`src/rtl/rbac_pkg.sv`:
```
`timescale 1ns/1ps
package rbac_pkg;

    // Counting scheme selected at elaboration time
    typedef enum logic {
        OCC_PER_BANK   = 1'b0,
        OCC_READ_WRITE = 1'b1
    } occ_mode_e;

    // Net request to one counter after store/remove merging
    typedef struct packed {
        logic up;
        logic down;
    } occ_step_t;

    // Bits needed to index n items (at least one)
    function automatic int idx_bits(input int n);
        return (n <= 1) ? 1 : $clog2(n);
    endfunction

    // Bits needed to hold the value n itself
    function automatic int val_bits(input int n);
        return (n < 1) ? 1 : $clog2(n + 1);
    endfunction

    // A simultaneous up and down on one counter cancel out
    function automatic occ_step_t merge_step(input logic up, input logic down);
        occ_step_t s;
        s.up   = up & ~down;
        s.down = down & ~up;
        return s;
    endfunction

endpackage

```
`src/rtl/rbac_sat_cnt.sv`:
```
`timescale 1ns/1ps
module rbac_sat_cnt #(
    parameter int W = 4
) (
    input  logic                clk,
    input  logic                rst,
    input  rbac_pkg::occ_step_t step,
    output logic [W-1:0]        cnt_q,
    output logic [W-1:0]        cnt_d
);
    localparam logic [W-1:0] TOP = '1;

    // Next value: saturate at both ends instead of wrapping
    always_comb begin
        cnt_d = cnt_q;
        if (step.up && (cnt_q != TOP)) begin
            cnt_d = cnt_q + W'(1);
        end else if (step.down && (cnt_q != '0)) begin
            cnt_d = cnt_q - W'(1);
        end
    end

    always_ff @(posedge clk) begin
        if (rst) begin
            cnt_q <= '0;
        end else begin
            cnt_q <= cnt_d;
        end
    end
endmodule

```
`src/rtl/rbac_route.sv`:
```
`timescale 1ns/1ps
module rbac_route #(
    parameter rbac_pkg::occ_mode_e MODE = rbac_pkg::OCC_PER_BANK,
    parameter int NCNT   = 8,
    parameter int IDX_W  = 3,
    parameter int BANK_W = 3
) (
    input  logic              vld,
    input  logic [BANK_W-1:0] bank,
    input  logic              is_rd,
    output logic [NCNT-1:0]   hit
);
    logic [IDX_W-1:0] idx;

    // Map a request onto a counter index: bank number or direction
    always_comb begin
        if (MODE == rbac_pkg::OCC_READ_WRITE) begin
            idx = is_rd ? IDX_W'(0) : IDX_W'(1);
        end else begin
            idx = IDX_W'(bank);
        end
    end

    for (genvar i = 0; i < NCNT; i++) begin : g_dec
        assign hit[i] = vld && (idx == IDX_W'(i));
    end
endmodule

```
`src/rtl/rbac_space.sv`:
```
`timescale 1ns/1ps
module rbac_space #(
    parameter rbac_pkg::occ_mode_e MODE = rbac_pkg::OCC_PER_BANK,
    parameter int NCNT      = 8,
    parameter int CNT_W     = 4,
    parameter int BANK_W    = 3,
    parameter int BUF_DEPTH = 8
) (
    input  logic [CNT_W-1:0]  cnt_d [NCNT],
    input  logic [BANK_W-1:0] last_d,
    output logic              space
);
    localparam logic [CNT_W-1:0] LIMIT = CNT_W'(BUF_DEPTH);

    logic [CNT_W-1:0] sel;
    logic             all_below;

    // Counter of the most recently stored bank
    always_comb begin
        sel = '0;
        for (int i = 0; i < NCNT; i++) begin
            if (BANK_W'(i) == last_d) begin
                sel = cnt_d[i];
            end
        end
    end

    // Every counter below the limit
    always_comb begin
        all_below = 1'b1;
        for (int i = 0; i < NCNT; i++) begin
            if (cnt_d[i] >= LIMIT) begin
                all_below = 1'b0;
            end
        end
    end

    assign space = (MODE == rbac_pkg::OCC_READ_WRITE) ? all_below : (sel < LIMIT);
endmodule

```
`src/rtl/rq_admit_counter.sv`:
```
`timescale 1ns/1ps
module rq_admit_counter #(
    parameter int NUM_BANKS = 8,
    parameter int BUF_DEPTH = 8,
    parameter rbac_pkg::occ_mode_e MODE = rbac_pkg::OCC_PER_BANK
) (
    input  logic                                  clk,
    input  logic                                  rst,
    input  logic                                  st_vld,
    input  logic [rbac_pkg::idx_bits(NUM_BANKS)-1:0] st_bank,
    input  logic                                  st_is_rd,
    input  logic                                  rm_vld,
    input  logic [rbac_pkg::idx_bits(NUM_BANKS)-1:0] rm_bank,
    input  logic                                  rm_is_rd,
    output logic                                  space_ok
);
    import rbac_pkg::*;

    localparam int BANK_W = idx_bits(NUM_BANKS);
    localparam int NCNT   = (MODE == OCC_READ_WRITE) ? 2 : NUM_BANKS;
    localparam int IDX_W  = idx_bits(NCNT);
    localparam int CNT_W  = val_bits(BUF_DEPTH);

    logic [NCNT-1:0]   st_hit;
    logic [NCNT-1:0]   rm_hit;
    logic [CNT_W-1:0]  cnt_q [NCNT];
    logic [CNT_W-1:0]  cnt_d [NCNT];
    logic [BANK_W-1:0] last_q;
    logic [BANK_W-1:0] last_d;
    logic              space_nxt;
    logic [NCNT*CNT_W-1:0] occ_flat;

    rbac_route #(.MODE(MODE), .NCNT(NCNT), .IDX_W(IDX_W), .BANK_W(BANK_W)) u_st_route (
        .vld   (st_vld),
        .bank  (st_bank),
        .is_rd (st_is_rd),
        .hit   (st_hit)
    );

    rbac_route #(.MODE(MODE), .NCNT(NCNT), .IDX_W(IDX_W), .BANK_W(BANK_W)) u_rm_route (
        .vld   (rm_vld),
        .bank  (rm_bank),
        .is_rd (rm_is_rd),
        .hit   (rm_hit)
    );

    for (genvar i = 0; i < NCNT; i++) begin : g_cnt
        rbac_sat_cnt #(.W(CNT_W)) u_cnt (
            .clk   (clk),
            .rst   (rst),
            .step  (merge_step(st_hit[i], rm_hit[i])),
            .cnt_q (cnt_q[i]),
            .cnt_d (cnt_d[i])
        );
        assign occ_flat[i*CNT_W +: CNT_W] = cnt_q[i];
    end

    // Latest stored bank; removes never touch it
    assign last_d = st_vld ? st_bank : last_q;

    always_ff @(posedge clk) begin
        if (rst) begin
            last_q <= '0;
        end else begin
            last_q <= last_d;
        end
    end

    rbac_space #(
        .MODE(MODE), .NCNT(NCNT), .CNT_W(CNT_W), .BANK_W(BANK_W), .BUF_DEPTH(BUF_DEPTH)
    ) u_space (
        .cnt_d  (cnt_d),
        .last_d (last_d),
        .space  (space_nxt)
    );

    // Registered flag, evaluated on the post-update state
    always_ff @(posedge clk) begin
        if (rst) begin
            space_ok <= 1'b1;
        end else begin
            space_ok <= space_nxt;
        end
    end
endmodule

```
`config.mk`:
```
export PLATFORM = sky130hd
export DESIGN_NAME = rq_admit_counter
export DESIGN_NICKNAME = d
export VERILOG_FILES = /design/src/rtl/rbac_pkg.sv /design/src/rtl/rbac_sat_cnt.sv /design/src/rtl/rbac_route.sv /design/src/rtl/rbac_space.sv /design/src/rtl/rq_admit_counter.sv
export SDC_FILE = /design/constraint.sdc
export NUM_CORES = 1
export LEC_CHECK = 0
export ABC_AREA = 1
export BUFFER_PORTS_ARGS = -buffer_cell sky130_fd_sc_hd__buf_2
export CAP_MARGIN = 20
export CORE_UTILIZATION = 60
export DETAILED_ROUTE_END_ITERATION = 10
export PLACE_DENSITY = 0.87
export SYNTH_ARGS = -nofsm -noshare
export SYNTH_HDL_FRONTEND = slang
export SYNTH_SLANG_ARGS = --single-unit
```
`constraint.sdc`:
```
create_clock -name clk -period 2.3 [get_ports clk]
set_clock_uncertainty 0.15 [all_clocks]
set_input_delay 0.115 -clock clk [delete_from_list [all_inputs] [get_ports clk]]
set_output_delay 0.115 -clock clk [all_outputs]
set_load 0.05 [all_outputs]
```
After elaboration in Yosys (flattened, before gate mapping)
Index checks and enable logic that the tools add are counted.

Register bits after elaboration: 36. Bits in latches: 0. Bits in writable memories: 0. Memory bits (read-only): 0. Input bits: 12. Output and inout bits: 1. Memories kept: 0.

Add/subtract/negate cells: 16. Multiply operators: 0. Divide/modulo/power cells: 0. Order comparisons: 1. Eq/ne operators: 29. Shifts and indexed selects: 0. Mux-type cells: 25. Bitwise logic cells: 32. Reductions and logical operators: 43.

Operators with widths (count): 2-to-1 mux 4 bit (24); adder 4 x 1 -> 4 bit (second input constant) (8); logical AND 1 bit (32); != test 4 bit (second input constant) (8); nonzero test 4 bit (8); subtractor 4 x 1 -> 4 bit (second input constant) (8); == test 3 bit (second input constant) (8); AND 1 bit (16); NOT 1 bit (16); == test 3 x 2 -> 1 bit (second input constant) (4); == test 3 bit (first input constant) (4); zero test 3 bit (3); == test 2 x 3 -> 1 bit (first input constant) (2); == test 3 x 1 -> 1 bit (second input constant) (2); less-than comparator 4 bit (second input constant) (1); == test 1 x 3 -> 1 bit (first input constant) (1); 2-to-1 mux 3 bit (1).

Logic depth before layout (Yosys ltp)
Gate-level depths: netlist (run 1).

Word-level depth: 16. Depth in mapped cells: 15. Depth with buffers taken out: 15.

Cells and area by module
A second synthesis (run 1) with hierarchy kept.

Cells, all modules: 520. Area, all modules: 3440.8 µm².

By module, submodules not included: rbac_sat_cnt (instances 8, cells an instance 51, area an instance 367.9 µm²); rq_admit_counter (instances 1, cells an instance 59, area an instance 291.5 µm²); rbac_route (instances 2, cells an instance 17, area an instance 63.8 µm²); rbac_space (instances 1, cells an instance 19, area an instance 78.8 µm²).

Worst setup path before layout (run 1)
Ideal clock, no wire load.

Kind: reg2reg. Start point: register g_cnt[1].u_cnt.cnt_q[0]. End point: register space_ok. Setup time: 114 ps. Arrival: 1414 ps. Required time: 2036 ps. Setup slack: 622 ps. Cell stages (with the launch flop): 15. Path buffers: 0. Cells stage by stage: dfxtp_1 inv_1 ha_1 nand2_1 nor2_1 nor2_1 nand2_1 nand2_1 nand2_1 nand2_1 nand3b_1 nand3_1 nand2_1 nand2_1 nand2_1.

Cells in the longest elaborated chain, start to end: 12.

Ends and longest elaborated chain: from (decl) (line rbac_sat_cnt.sv:8) `output logic [W-1:0] cnt_q,`; from (signal assigned) (line rbac_sat_cnt.sv:27) `cnt_q <= cnt_d;`; branches (longest 3 deep; another with subtractor 4 x 1 -> 4 bit); 2-to-1 mux 4 bit (*) (line rbac_sat_cnt.sv:16) `if (step.up && (cnt_q != TOP)) begin`; 2-to-1 mux 4 bit (*) (7 in series) (line rbac_space.sv:22) `if (BANK_W'(i) == last_d) begin`; less-than comparator 4 bit (*) (line rbac_space.sv:38) `assign space = (MODE == rbac_pkg::OCC_READ_WRITE) ? all_below : (sel < LIMIT);`; to (signal assigned) (line rq_admit_counter.sv:82) `space_ok <= space_nxt;`; to (decl) (line rq_admit_counter.sv:15) `output logic space_ok`.

Mark *: on every way between the ends. A chain may end at the register's enable or synchronous reset.

Worst setup path in the final report (run 1)
Same ends and word-level chain as after synthesis.

==> results of run 1 <==
cell usage after synthesis (all sizes together):
master	number
nand2	118
a31oi	5
ha	16
clkbuf	6
buf	1
or2	4
nand4	4
nor2	65
xor2	17
o21a	5
o31ai	1
inv	67
a22oi	1
nand3	41
nand3b	1
o21ai	20
nor3	7
dfxtp	36
a21oi	23
a32oi	2
worst min-delay path by stage:
stage | from | end | cells past startpoint
after floorplan | st_vld | last_q[1] | 2
after global placement | g_cnt[7].u_cnt.cnt_q[0] | g_cnt[7].u_cnt.cnt_q[0] | 1
after detailed placement | g_cnt[1].u_cnt.cnt_q[0] | g_cnt[1].u_cnt.cnt_q[0] | 1
after CTS | rst | g_cnt[0].u_cnt.cnt_q[3] | 3
after global routing | rst | g_cnt[5].u_cnt.cnt_q[3] | 3
final | rst | g_cnt[0].u_cnt.cnt_q[3] | 3
logic make-up after synthesis:
logic type	after synthesis
flops	36
simple gates	240
compound gates	57
fa+ha+maj	16
xor+xnor	17
buf+inv	74
report_power, final:
| group | switching (W) | internal (W) | total, W |
|---|---|---|---|
| clock | 0.000219 | 0.000244 | 0.000463 |
| combinational | 0.000174 | 0.000101 | 0.000275 |
| sequential | 0.0000351 | 0.000655 | 0.000690 |
per-layer routing:
layer	GRT usage	share of wire
met1	0.273	0.45
met4	0.0995	0.014
met3	0.0576	0.035
met5	0	0
met2	0.483	0.50
layout by cell type, fill, tap and decap left out:
cell type,count
sky130_fd_sc_hd__nand2_1,118
sky130_fd_sc_hd__inv_1,64
sky130_fd_sc_hd__nor2_1,64
sky130_fd_sc_hd__nand3_1,41
sky130_fd_sc_hd__dfxtp_1,36
sky130_fd_sc_hd__a21oi_1,23
sky130_fd_sc_hd__o21ai_0,19
sky130_fd_sc_hd__xor2_1,17
sky130_fd_sc_hd__ha_1,16
sky130_fd_sc_hd__buf_2,10
sky130_fd_sc_hd__clkbuf_8,6
sky130_fd_sc_hd__a31oi_1,5
sky130_fd_sc_hd__nor3_1,5
sky130_fd_sc_hd__o21a_1,5
sky130_fd_sc_hd__or2_2,4
sky130_fd_sc_hd__nand4_1,4
sky130_fd_sc_hd__inv_2,3
sky130_fd_sc_hd__a32oi_1,2
sky130_fd_sc_hd__clkbuf_1,2
sky130_fd_sc_hd__nor3_4,1
sky130_fd_sc_hd__nor2_2,1
sky130_fd_sc_hd__nand3b_1,1
sky130_fd_sc_hd__o31ai_1,1
sky130_fd_sc_hd__nor3_2,1
sky130_fd_sc_hd__a22oi_1,1
sky130_fd_sc_hd__o21ai_1,1
sky130_fd_sc_hd__buf_4,1
layout make-up:
type	instances	area (um^2)	share of cell area
Tap cell	50	62.6	0.0219
Timing Repair Buffer	11	57.6	0.0202
Inverter	67	251	0.0882
Sequential cell	36	721	0.253
Multi-Input combinational cell	330	1670	0.585
Clock buffer	8	90.1	0.0316
worst max-delay path: cells and delay by family, from the launching register on:
family                     cells  cell delay (ns)
buffers and inverters          1             0.09
and+or+nand+nor               12             0.90
DFF                            1             0.38
adders and majority gates      1             0.23
per-stage QoR:
step,utilization,instances,area (um^2)
after floorplan,-,440,2670
after global placement,0.666,494,2760
after detailed placement,0.666,494,2760
after CTS,0.688,502,2850
after global routing,0.688,502,2850
final,0.688,502,2850
==> results, run 1 <==
- Once routing completed, OpenROAD measured the worst setup slack at 0.459 ns.
- The number of design-rule violations left by the first detailed-router iteration is 160.
- In this run, synthesis produced a sequential element count of 36.
- The highest clock rate is 0.543 GHz.
- The first global-routing pass estimated 9100 um of wire.
- TritonCTS built the clock tree.
- The peak ir drop on the vdd network is 309 uV.
- For this design the static power due to leakage is 1.50 nW.
- The die covers 4720 um^2.
- For flop-to-flop paths, the worst setup slack is 0.46 ns.
- The region available for standard cell placement spans 4140 um^2.
- Pin placement for this block handled 13 I/O pins.
- The quantity of gates resized following cts is 0.
- The total grt overflow is 0.
- The total CTS buffers is 5.
- The detail-routed net length per standard cell is 10.9 um.
- The cell with the most instances on the worst path is sky130_fd_sc_hd__nand2_1.
- Clock tree synthesis found a total of 36 sinks.
- The number of different library cells used by synthesis comes to 26.
- The repair_antennas step left the layout with diodes totalling 0.
- Synthesis handed over a netlist of 440 instances.
- The total negative slack for setup checks is 0 ns.
- Walking the worst path, the cells encountered are inv_1 -> ha_1 -> nand2_1 -> nor2_1 -> nor2_1 -> nand2_1 -> nand2_1 -> nand2_1 -> nand2_1 -> nand3b_1 -> nand3_1 -> nand2_1 -> nand2_1 -> nand2_1.
- The synthesis-to-finish area growth is 6.74%.
- Measured against the total synthesized area, the mux share comes to 0.
- The number of nets in the synthesized netlist is 468.
- For this run, the post-layout net count is 479.
- The number of vias per cell is 5.26.
- The pin slew with the least headroom to its limit is 0.627 ns.
- The flow ran to the end, and the final reports show no timing, DRC or antenna violations.
- The worst reg2reg path depth is 14.
- The die is 68.7 um tall.
- At the worst endpoint, the required time is 2.33 ns.
- Of all nets on the critical path, the largest fanout is 5.
- The minimum clock period is 1.84 ns.
- In the final layout, the share of cells above drive strength 1 is 0.0597.
- Counting the fill cells in the layout gives 368.
- The reg-to-reg endpoint is space_ok.
- Of the total synthesized cell area, the portion taken by XOR and XNOR cells is 0.0557.
- The number of global-route vias before repair is 2,354.
- Before antenna repair, the detailed router went through 4 iterations.
- The pin count of the biggest net entering global routing is 25.
- The detailed-placement wirelength estimate is 4180 um.
- The capturing element type of the critical path is a register.
- After synthesis, the largest family of logic cells by area is simple AND/OR/NAND/NOR gates.
- The total of buffers placed on input and output ports is 10.
- At the placement stage, the worst setup path has a slack of 0.461 ns.
- The class of the most critical setup path is register to register.
- The overall global routing resource usage is 0.256.
- Hold timing on the final database bottoms out at a slack of 0.147 ns.
- By area the synthesized netlist is led by sky130_fd_sc_hd__dfxtp_1 27%, sky130_fd_sc_hd__nand2_1 17%, sky130_fd_sc_hd__inv_1 9.0%.
- The total number of placement rows is 23.
- The width of the chip is 68.7 um.
- For this run, the register share of the synthesized area comes to 0.270.
- The worst flop-to-flop path startpoint is g_cnt[1].u_cnt.cnt_q[0].
- Yosys printed 0 warnings.
- On the critical path, the stage with the largest delay is an instance of sky130_fd_sc_hd__dfxtp_1.
- The number of antenna violations at the first check in global routing is 0.
- The initial utilization of the core area, before any placement, comes to 0.645.
- Of all cell types, the one taking the most synthesized area is sky130_fd_sc_hd__dfxtp_1.
- The power per standard cell area is 501 nW/um^2.
- The root buffer cell is sky130_fd_sc_hd__clkbuf_8.
- The routed via count is 2,643.
- Max-cap violations in this run came to 0.
- The tightest min-delay check is of the input pin to register type.
- The average footprint of a synthesized cell is 6.07 um^2.
- In the routed design, unresolved DRC markers number 0.
- The later-pin clock latency in the skew report is 0.29 ns.
- The mapped netlist covers 2670 um^2.
- Post-CTS timing repair inserted 0 buffers for setup.
- The congestion estimate from routability-driven global placement came to 0.846.
- The final-report hold violation count is 0.
- The area share of the leading cell type in the synthesized netlist is 0.270.
- Of the total synthesized cell area, the portion taken by AND, OR, NAND and NOR gates is 0.376.
- Dividing the final minimum period by the clock period gives 0.801.
- Overall power consumption after layout is estimated at 0.00143 W.
- The clock transition at the registers of the reported paths is 0.07 ns.
- Setup violations remaining at the end of the flow were counted as 0.
- Of the total synthesized cell area, the portion taken by full adders, half adders and majority gates is 0.0749.
- The longest clock path from root to sink contains 2 buffers.
- Data on the critical path arrives at its endpoint at 1.87 ns.
- The residual antenna-violating net count after detailed routing is 0.
- The nature of the critical path startpoint is a register.
- The number of hold buffers added after CTS was 0.
- Setup repair after global routing left no endpoint under its margin.
- The synthesized-area fraction occupied by ao, oa, aoi and oai cells is 0.119.
- After detailed routing, the total wire length is 5460 um.
- The H-tree was split into 2 levels.
- The critical path launch point is g_cnt[1].u_cnt.cnt_q[0].
- The total count of max-transition violations in the final report is 0.
- The largest stage delay on the critical path is 0.38 ns.
- The most critical setup path has its endpoint at space_ok.
- The remaining max-slew budget at the tightest pin is 0.578.
(Power assumes the default switching activity.)
==> inputs of run 2 (changes only) <==
--- a/config.mk
+++ b/config.mk
@@ -5,7 +5,7 @@
 export SDC_FILE = /design/constraint.sdc
 export NUM_CORES = 1
 export LEC_CHECK = 0
-export ABC_AREA = 1
+export ABC_AREA = 0
 export BUFFER_PORTS_ARGS = -buffer_cell sky130_fd_sc_hd__buf_2
 export CAP_MARGIN = 20
 export CORE_UTILIZATION = 60
==> constraint.sdc (replaced) <==
create_clock -name clk -period 1.8 [get_ports clk]
set_clock_uncertainty 0.15 [all_clocks]
set_input_delay 0.09 -clock clk [delete_from_list [all_inputs] [get_ports clk]]
set_output_delay 0.09 -clock clk [all_outputs]
set_load 0.05 [all_outputs]
==> results, run 2 <==
- The later-pin clock latency in the skew report is 0.30 ns (was 0.29 ns).
- The setup slack at placement is -0.221 ns (was 0.461 ns).
- The die height is 66.8 um (was 68.7 um).
- The total of buffers placed on input and output ports is 10 (unchanged).
- The final reports fail on negative setup slack.
- The total number of placement rows is 23 (unchanged).
- The minimum clock period was 2.05 ns (was 1.84 ns).
- The synthesized cell area is 2520 um^2 (was 2670 um^2).
- The root buffer cell is sky130_fd_sc_hd__clkbuf_8 (unchanged).
- The detail-routed net length per standard cell came to 16.6 um (was 10.9 um).
- The total count of max-transition violations in the final report is 0 (unchanged).
- The capturing element type of the critical path was a register (unchanged).
- The cell count after synthesis came to 307 (was 440).
- The DRC violation count after routing is 0 (unchanged).
- The number of non-filler instances in the completed layout is 428 (was 502).
- The number of inserted diodes was 0 (unchanged).
- The critical path data required time was 1.87 ns (was 2.33 ns).
- The nature of the critical path startpoint is a register (unchanged).
- The clock tree from TritonCTS is done (unchanged).
- The cell area after layout was 3320 um^2 (was 2850 um^2).
- The leakage power summed over all cells came to 1.36 nW (was 1.50 nW).
- The number of antenna violations at the first check in global routing is 0 (unchanged).
- The post-layout worst setup margin is -0.250 ns (was 0.459 ns).
- The setup slack of the most critical reg-to-reg path is -0.25 ns (was 0.46 ns).
- The classification of the worst-slack hold path is input pin to register (unchanged).
- The pin count of the biggest net entering global routing was 23 (was 25).
- The family with the most delay on the worst path is compound AO/OA/AOI/OAI gates (was simple AND/OR/NAND/NOR gates).
- The setup violation total in the final timing report is 1 (was 0).
- The most frequent standard cell in the layout excluding fill and tap cells is sky130_fd_sc_hd__buf_4 (was sky130_fd_sc_hd__nand2_1).
- The master of the slowest instance on the critical path was sky130_fd_sc_hd__dfxtp_2 (was sky130_fd_sc_hd__dfxtp_1).
- The peak ir drop on the vdd network is 401 uV (was 309 uV).
- Chain of cells forming the critical path: inv_1 -> ha_1 -> nand2b_1 -> nand2_1 -> o22ai_2 -> xnor2_2 -> nand2_1 -> a32o_2 -> a211oi_2 (was inv_1 -> ha_1 -> nand2_1 -> nor2_1 -> nor2_1 -> nand2_1 -> nand2_1 -> nand2_1 -> nand2_1 -> nand3b_1 -> nand3_1 -> nand2_1 -> nand2_1 -> nand2_1).
- The placeable core area is 4030 um^2 (was 4140 um^2).
- The clock transition at the registers of the reported paths was 0.08 ns (was 0.07 ns).
- The total CTS buffers was 5 (unchanged).
- The final net count came to 405 (was 479).
- The post-route clock period utilization is 1.14 (was 0.801).
- The critical-path maximum fanout was 4 (was 5).
- The final wirelength is 7130 um (was 5460 um).
- The largest stage delay on the critical path is 0.37 ns (was 0.38 ns).
- The overall global routing resource usage is 0.299 (was 0.256).
- The total grt overflow came to 0 (unchanged).
- The initial cell density of the core is 0.626 (was 0.645).
- The final-report hold violation count came to 0 (unchanged).
- The pin slew with the least headroom to its limit is 0.463 ns (was 0.627 ns).
- The average footprint of a synthesized cell is 8.21 um^2 (was 6.07 um^2).
- The total die area is 4460 um^2 (was 4720 um^2).
- The area share of the leading cell type in the synthesized netlist is 0.286 (was 0.270).
- The placed instance count is 417 (was 494).
- The cell type with the highest aggregate area in the netlist is sky130_fd_sc_hd__dfxtp_1 (unchanged).
- Most frequent cells in the layout: 61 x sky130_fd_sc_hd__buf_4, 43 x sky130_fd_sc_hd__nor2_1, 26 x sky130_fd_sc_hd__nand2_1 (was 118 x sky130_fd_sc_hd__nand2_1, 64 x sky130_fd_sc_hd__inv_1, 64 x sky130_fd_sc_hd__nor2_1).
- The leading register cell type out of synthesis is sky130_fd_sc_hd__dfxtp_1 (unchanged).
- The post-synthesis async set-or-reset flop share is 0 (unchanged).
- Area contributors post-synth: sky130_fd_sc_hd__dfxtp_1 29%, sky130_fd_sc_hd__ha_1 7.9%, sky130_fd_sc_hd__nor2_1 6.4% (was sky130_fd_sc_hd__dfxtp_1 27%, sky130_fd_sc_hd__nand2_1 17%, sky130_fd_sc_hd__inv_1 9.0%).
- The number of design-rule violations left by the first detailed-router iteration is 188 (was 160).
- The width of the chip is 66.8 um (was 68.7 um).
- The residual antenna-violating net count after detailed routing was 0 (unchanged).
- The number of sinks handled by clock tree synthesis was 36 (unchanged).
- The number of vias per cell was 6.04 (was 5.26).
- The routed via count was 2,585 (was 2,643).
- The count of buffering cells on the critical path with inverters included is 1 (unchanged).
- Result of the run: finished, violations left (was finished clean).
- RSZ-0062 raised after global routing: true (was false).
- The total negative slack for setup checks is -0.250 ns (was 0 ns).
- The remaining max-slew budget at the tightest pin is 0.691 (was 0.578).
- The count of unique library cells instantiated by Yosys is 62 (was 26).
- The iteration count of the initial detailed-routing pass was 5 (was 4).
- The instance area after placement is 3070 um^2 (was 2760 um^2).
- The number of flops mapped to enable cells by yosys is 0 (unchanged).
- The number of maximum-capacitance constraint violations is 0 (unchanged).
- The class of the most critical setup path is register to register (unchanged).
- The net count after synthesis was 335 (was 468).
- The maximum level of the CTS H-tree came to 2 (unchanged).
- The highest clock rate is 0.488 GHz (was 0.543 GHz).
- The maximum number of buffers from clock root to sink is 2 (unchanged).
- The most frequently used cell type in the post-synthesis netlist is sky130_fd_sc_hd__nor2_1 (was sky130_fd_sc_hd__nand2_1).
- Top post-synthesis cells by count: 43 x sky130_fd_sc_hd__nor2_1, 36 x sky130_fd_sc_hd__dfxtp_1, 26 x sky130_fd_sc_hd__nand2_1, 25 x sky130_fd_sc_hd__inv_1, 16 x sky130_fd_sc_hd__ha_1 (was 118 x sky130_fd_sc_hd__nand2_1, 64 x sky130_fd_sc_hd__inv_1, 64 x sky130_fd_sc_hd__nor2_1, 41 x sky130_fd_sc_hd__nand3_1, 36 x sky130_fd_sc_hd__dfxtp_1).
- The power per standard cell area came to 608 nW/um^2 (was 501 nW/um^2).
- The synthesis-to-finish area growth is 31.8% (was 6.74%).
- The post-cts hold buffer count is 0 (unchanged).
- The number of global-route vias before repair is 2,422 (was 2,354).
- The number of warnings printed during yosys synthesis is 0 (unchanged).
- The post-synthesis register bit count came to 36 (unchanged).
- The sequential fraction of the synthesis area is 0.286 (was 0.270).
- The placer's final routability congestion estimate is 0.833 (was 0.846).
- The post-route core utilization was 0.825 (was 0.688).
- The I/O pin count was 13 (unchanged).
- The cell with the most instances on the worst path is sky130_fd_sc_hd__nand2_1 (unchanged).
- The global-route wire length before repair is 10,000 um (was 9100 um).
- The data arrival time of the critical path is 2.12 ns (was 1.87 ns).
- The detailed-placement wirelength estimate is 4400 um (was 4180 um).
- The proportion of layout cells with a drive suffix above 1 came to 0.349 (was 0.0597).
==> run 2: cell count changes after synthesis, moves of 4 or more <==
cell                       delta
sky130_fd_sc_hd__a21oi_1      -8
sky130_fd_sc_hd__inv_1       -39
sky130_fd_sc_hd__mux2i_1      +9
sky130_fd_sc_hd__nand2_1     -92
sky130_fd_sc_hd__nand2b_1    +13
sky130_fd_sc_hd__nand3_1     -37
sky130_fd_sc_hd__nand4b_1     +4
sky130_fd_sc_hd__nor2_1      -21
sky130_fd_sc_hd__nor3_1       +4
sky130_fd_sc_hd__o21ai_0     -18
sky130_fd_sc_hd__o22ai_1      +4
sky130_fd_sc_hd__xnor2_1     +13
sky130_fd_sc_hd__xor2_1      -13
==> run 2: timing repair <==
action,in CTS,in global routing
buffers inserted,1,2
gates resized for setup,12,23
pin swaps,3,14
setup endpoints to repair,1,2
==> run 2: cell type report <==
class	count	area, um^2
multi-input cells	238	1830
repair buffers	71	508
clock buffers	8	90.1
flip-flops and latches	36	738
fillers	229	707
inverters	25	93.8
well taps	50	62.6
==> run 2: through the flow <==
step	power, W	hold WS [ns]
detailed placement	0.00134	0.370
floorplan	0.00116	0.184
global placement	0.00131	0.357
finish	0.00202	0.0759
CTS	0.00197	0.0631
global route	0.00210	0.0955
==> run 2: cell families after synthesis <==
logic type	count (synthesis)	share of synthesized area
AOI/OAI and AO/OA	65	0.198
xor gates and xnor gates	19	0.0720
adders and majority gates	16	0.0794
buffers and inverters	33	0.0541
DFF	36	0.286
muxes	10	0.0402
and+or+nand+nor	128	0.270
==> run 2: final timing paths <==
kind         cells past startpoint               startpoint                 endpoint
max                              9                 register                 space_ok
min                              2                      rst  g_cnt[0].u_cnt.cnt_q[0]
max reg2reg                      9                 register                 space_ok
min reg2reg                      3  g_cnt[1].u_cnt.cnt_q[0]  g_cnt[1].u_cnt.cnt_q[0]
==> run 2: report_power, final <==
group / switching (W) / internal (W)
clock: 0.000303 / 0.000312
combinational: 0.000276 / 0.000273
sequential: 0.0000227 / 0.000832
total: 0.000602 / 0.00142
==> run 2: worst register-to-register path, delay by kind of cell, from the launching register on <==
family | cells | cell delay (ns)
fa+ha+maj | 1 | 0.20
buf+inv | 1 | 0.08
flops | 1 | 0.37
compound gates | 3 | 0.65
simple gates | 3 | 0.36
xor+xnor | 1 | 0.17
==> run 2: routing by layer <==
layer,track usage,part of all wire,vias to the layer above
met1,0.318,0.39,1219
met3,0.0788,0.057,28
met4,0.133,0.034,0
met2,0.543,0.52,98
met5,0,0,-
li1,-,-,1240
==> inputs of run 3 (changes only) <==
--- a/config.mk
+++ b/config.mk
@@ -10,6 +10,7 @@
 export CAP_MARGIN = 20
 export CORE_UTILIZATION = 60
 export DETAILED_ROUTE_END_ITERATION = 10
+export HOLD_SLACK_MARGIN = 0.1
 export PLACE_DENSITY = 0.87
 export SYNTH_ARGS = -nofsm -noshare
 export SYNTH_HDL_FRONTEND = slang
==> results, run 3 (same netlist as run 2, synthesis figures left out) <==
- Result of the run: finished, violations left (unchanged).
- Violated checks: negative setup slack (unchanged).
- The critical path data required time is 1.83 ns (was 1.87 ns).
- The final net count was 407 (was 405).
- The setup slack of the most critical reg-to-reg path is -0.26 ns (was -0.25 ns).
- The proportion of layout cells with a drive suffix above 1 is 0.358 (was 0.349).
- The class of the most critical setup path was register to register (unchanged).
- The power per standard cell area was 605 nW/um^2 (was 608 nW/um^2).
- The nature of the critical path startpoint is a register (unchanged).
- The initial cell density of the core is 0.626 (unchanged).
- The highest clock rate is 0.485 GHz (was 0.488 GHz).
- The family with the most delay on the worst path is simple AND/OR/NAND/NOR gates (was compound AO/OA/AOI/OAI gates).
- Chain of cells forming the critical path: inv_2 -> ha_4 -> nand2b_1 -> nor4b_4 -> a22oi_2 -> xnor2_2 -> mux2i_1 -> nor3_2 -> a211oi_2 (was inv_1 -> ha_1 -> nand2b_1 -> nand2_1 -> o22ai_2 -> xnor2_2 -> nand2_1 -> a32o_2 -> a211oi_2).
- The switching power came to 0.000607 W (was 0.000602 W).
- RSZ-0062 raised after global routing: true (unchanged).
- The switching share of power is 0.299 (was 0.298).
- The global-route wire length before repair is 10,100 um (was 10,000 um).
- The placeable core area is 4030 um^2 (unchanged).
- The busiest layer in global routing was met2 (unchanged).
- The total grt overflow is 0 (unchanged).
- The master of the slowest instance on the critical path is sky130_fd_sc_hd__dfxtp_2 (unchanged).
- The capturing element type of the critical path is a register (unchanged).
- The routed via count was 2,658 (was 2,585).
- The sequential fraction of design power was 0.421 (was 0.423).
- The remaining max-slew budget at the tightest pin is 0.691 (about the same).
- The number of sinks handled by clock tree synthesis is 36 (unchanged).
- The largest stage delay on the critical path came to 0.33 ns (was 0.37 ns).
- The setup violation total in the final timing report was 1 (unchanged).
- The number of vias per cell is 6.18 (was 6.04).
- The die height was 66.8 um (unchanged).
- The DRC violation count after routing is 0 (unchanged).
- The register area is 738 um^2 (unchanged).
- The peak ir drop on the vdd network is 390 uV (was 401 uV).
- The count of cell instances traversed by the critical path is 9 (unchanged).
- The maximum level of the CTS H-tree is 2 (unchanged).
- The post-route clock period utilization is 1.14 (about the same).
- Most frequent cells in the layout: 62 x sky130_fd_sc_hd__buf_4, 42 x sky130_fd_sc_hd__nor2_1, 26 x sky130_fd_sc_hd__nand2_1 (was 61 x sky130_fd_sc_hd__buf_4, 43 x sky130_fd_sc_hd__nor2_1, 26 x sky130_fd_sc_hd__nand2_1).
- The residual antenna-violating net count after detailed routing is 0 (unchanged).
- The clock share of power is 0.304 (was 0.305).
- The met2 capacity usage during global routing is 0.540 (was 0.543).
- The area occupied by multi-input gates is 1840 um^2 (was 1830 um^2).
- The classification of the worst-slack hold path is input pin to register (unchanged).
- The minimum clock period was 2.06 ns (was 2.05 ns).
- The total CTS buffers is 5 (unchanged).
- The placer's final routability congestion estimate is 0.833 (unchanged).
- The pin count of the biggest net entering global routing is 23 (unchanged).
- The final wirelength is 7280 um (was 7130 um).
- The worst reg2reg path depth came to 9 (unchanged).
- The data arrival time of the critical path is 2.09 ns (was 2.12 ns).
- The detail-routed net length per standard cell is 16.9 um (was 16.6 um).
- The number of design-rule violations left by the first detailed-router iteration is 294 (was 188).
- The post-layout worst setup margin came to -0.261 ns (was -0.250 ns).
- The maximum number of buffers from clock root to sink is 2 (unchanged).
- The leakage power summed over all cells is 1.37 nW (was 1.36 nW).
- The critical-path maximum fanout is 2 (was 4).
- The I/O pin count came to 13 (unchanged).
- The setup slack at placement is -0.221 ns (unchanged).
- The total of buffers placed on input and output ports is 10 (unchanged).
- The global routing met3 resource utilization was 0.0822 (was 0.0788).
- The width of the chip was 66.8 um (unchanged).
- The post-route core utilization is 0.832 (was 0.825).
- The number of antenna violations at the first check in global routing is 0 (unchanged).
- The number of maximum-capacitance constraint violations was 0 (unchanged).
- The total of fill cells in the finished design is 216 (was 229).
- The global-route met1 utilization came to 0.317 (was 0.318).
- The detailed-placement wirelength estimate is 4400 um (unchanged).
- The reg-to-reg endpoint is space_ok (unchanged).
- The total die area is 4460 um^2 (unchanged).
- The total count of max-transition violations in the final report is 0 (unchanged).
- The number of inserted diodes is 0 (unchanged).
- The later-pin clock latency in the skew report was 0.30 ns (about the same).
- The capture point of the worst path was space_ok (unchanged).
- The total internal power is 0.00142 W (about the same).
- The synthesis-to-finish area growth is 33.0% (was 31.8%).
- The most frequent standard cell in the layout excluding fill and tap cells is sky130_fd_sc_hd__buf_4 (unchanged).
- The overall global routing resource usage is 0.302 (was 0.299).
- The number of global-route vias before repair came to 2,470 (was 2,422).
- The number of cells on the worst hold path was 3 (was 2).
- The root buffer cell was sky130_fd_sc_hd__clkbuf_8 (unchanged).
- The combinational cell fraction of total power is 0.274 (was 0.272).
- The clock transition at the registers of the reported paths is 0.08 ns (about the same).
- The iteration count of the initial detailed-routing pass came to 5 (unchanged).
- The final-report hold violation count is 0 (unchanged).
- The count of buffering cells on the critical path with inverters included was 1 (unchanged).
- The total number of placement rows is 23 (unchanged).
- The pin slew with the least headroom to its limit is 0.462 ns (was 0.463 ns).
- The clock tree from TritonCTS is done (unchanged).
run 3: how the worst min path moves through the flow:
stage / to / start / slack [ns]
after floorplan: last_q[2] / st_bank[2] / 0.18
after global placement: last_q[1] / rst / 0.36
after detailed placement: g_cnt[0].u_cnt.cnt_q[3] / rst / 0.37
after CTS: last_q[0] / st_bank[0] / 0.12
after global routing: last_q[2] / st_bank[2] / 0.19
final: last_q[2] / st_bank[2] / 0.15
run 3: cell type report:
class	instances	area share
clock buffers	8	0.0269
flip-flops and latches	36	0.220
well taps	50	0.0187
repair buffers	73	0.157
multi-input cells	238	0.549
inverters	25	0.0280
run 3: per-layer routing:
| metal | wire [um] | up-vias |
|---|---|---|
| li1 | - | 1243 |
| met1 | 2810 | 1259 |
| met2 | 3670 | 120 |
| met3 | 448 | 36 |
| met4 | 340 | 0 |
| met5 | 0 | - |
run 3: power by group through the flow:
stage	combinational, W	sequential (W)	clock (W)
floorplan	0.000276	0.000883	0
global placement	0.000448	0.000867	0
detailed placement	0.000472	0.000869	0
CTS	0.000500	0.000851	0.000622
global route	0.000602	0.000857	0.000654
finish	0.000557	0.000855	0.000617
run 3: repair_timing:
action,CTS,global route
setup endpoints to repair,1,2
buffers inserted,1,3
endpoints found under the hold margin,14,0
hold buffers,1,0
pin swaps,3,14
gates resized for setup,12,26
run 3: stage by stage:
step | hold WS, ns | cell area [um^2] | power (W) | instances | setup TNS [ns]
2_1_floorplan | 0.184 | 2570 | 0.00116 | 307 | -0.0250
3_3_place_gp | 0.357 | 3070 | 0.00131 | 417 | -0.107
3_5_place_dp | 0.370 | 3070 | 0.00134 | 417 | -0.385
4_1_cts | 0.119 | 3230 | 0.00197 | 427 | -0.124
5_1_grt | 0.194 | 3350 | 0.00211 | 430 | -0.568
6_report | 0.146 | 3350 | 0.00203 | 430 | -0.261
run 3: worst register-to-register path: stages, from the launching register on:
cell                       delay [ns]
sky130_fd_sc_hd__dfxtp_2         0.33
sky130_fd_sc_hd__inv_2           0.05
sky130_fd_sc_hd__ha_4            0.16
sky130_fd_sc_hd__nand2b_1        0.12
sky130_fd_sc_hd__nor4b_4         0.31
sky130_fd_sc_hd__a22oi_2         0.17
sky130_fd_sc_hd__xnor2_2         0.22
sky130_fd_sc_hd__mux2i_1         0.13
sky130_fd_sc_hd__nor3_2          0.25
sky130_fd_sc_hd__a211oi_2        0.06
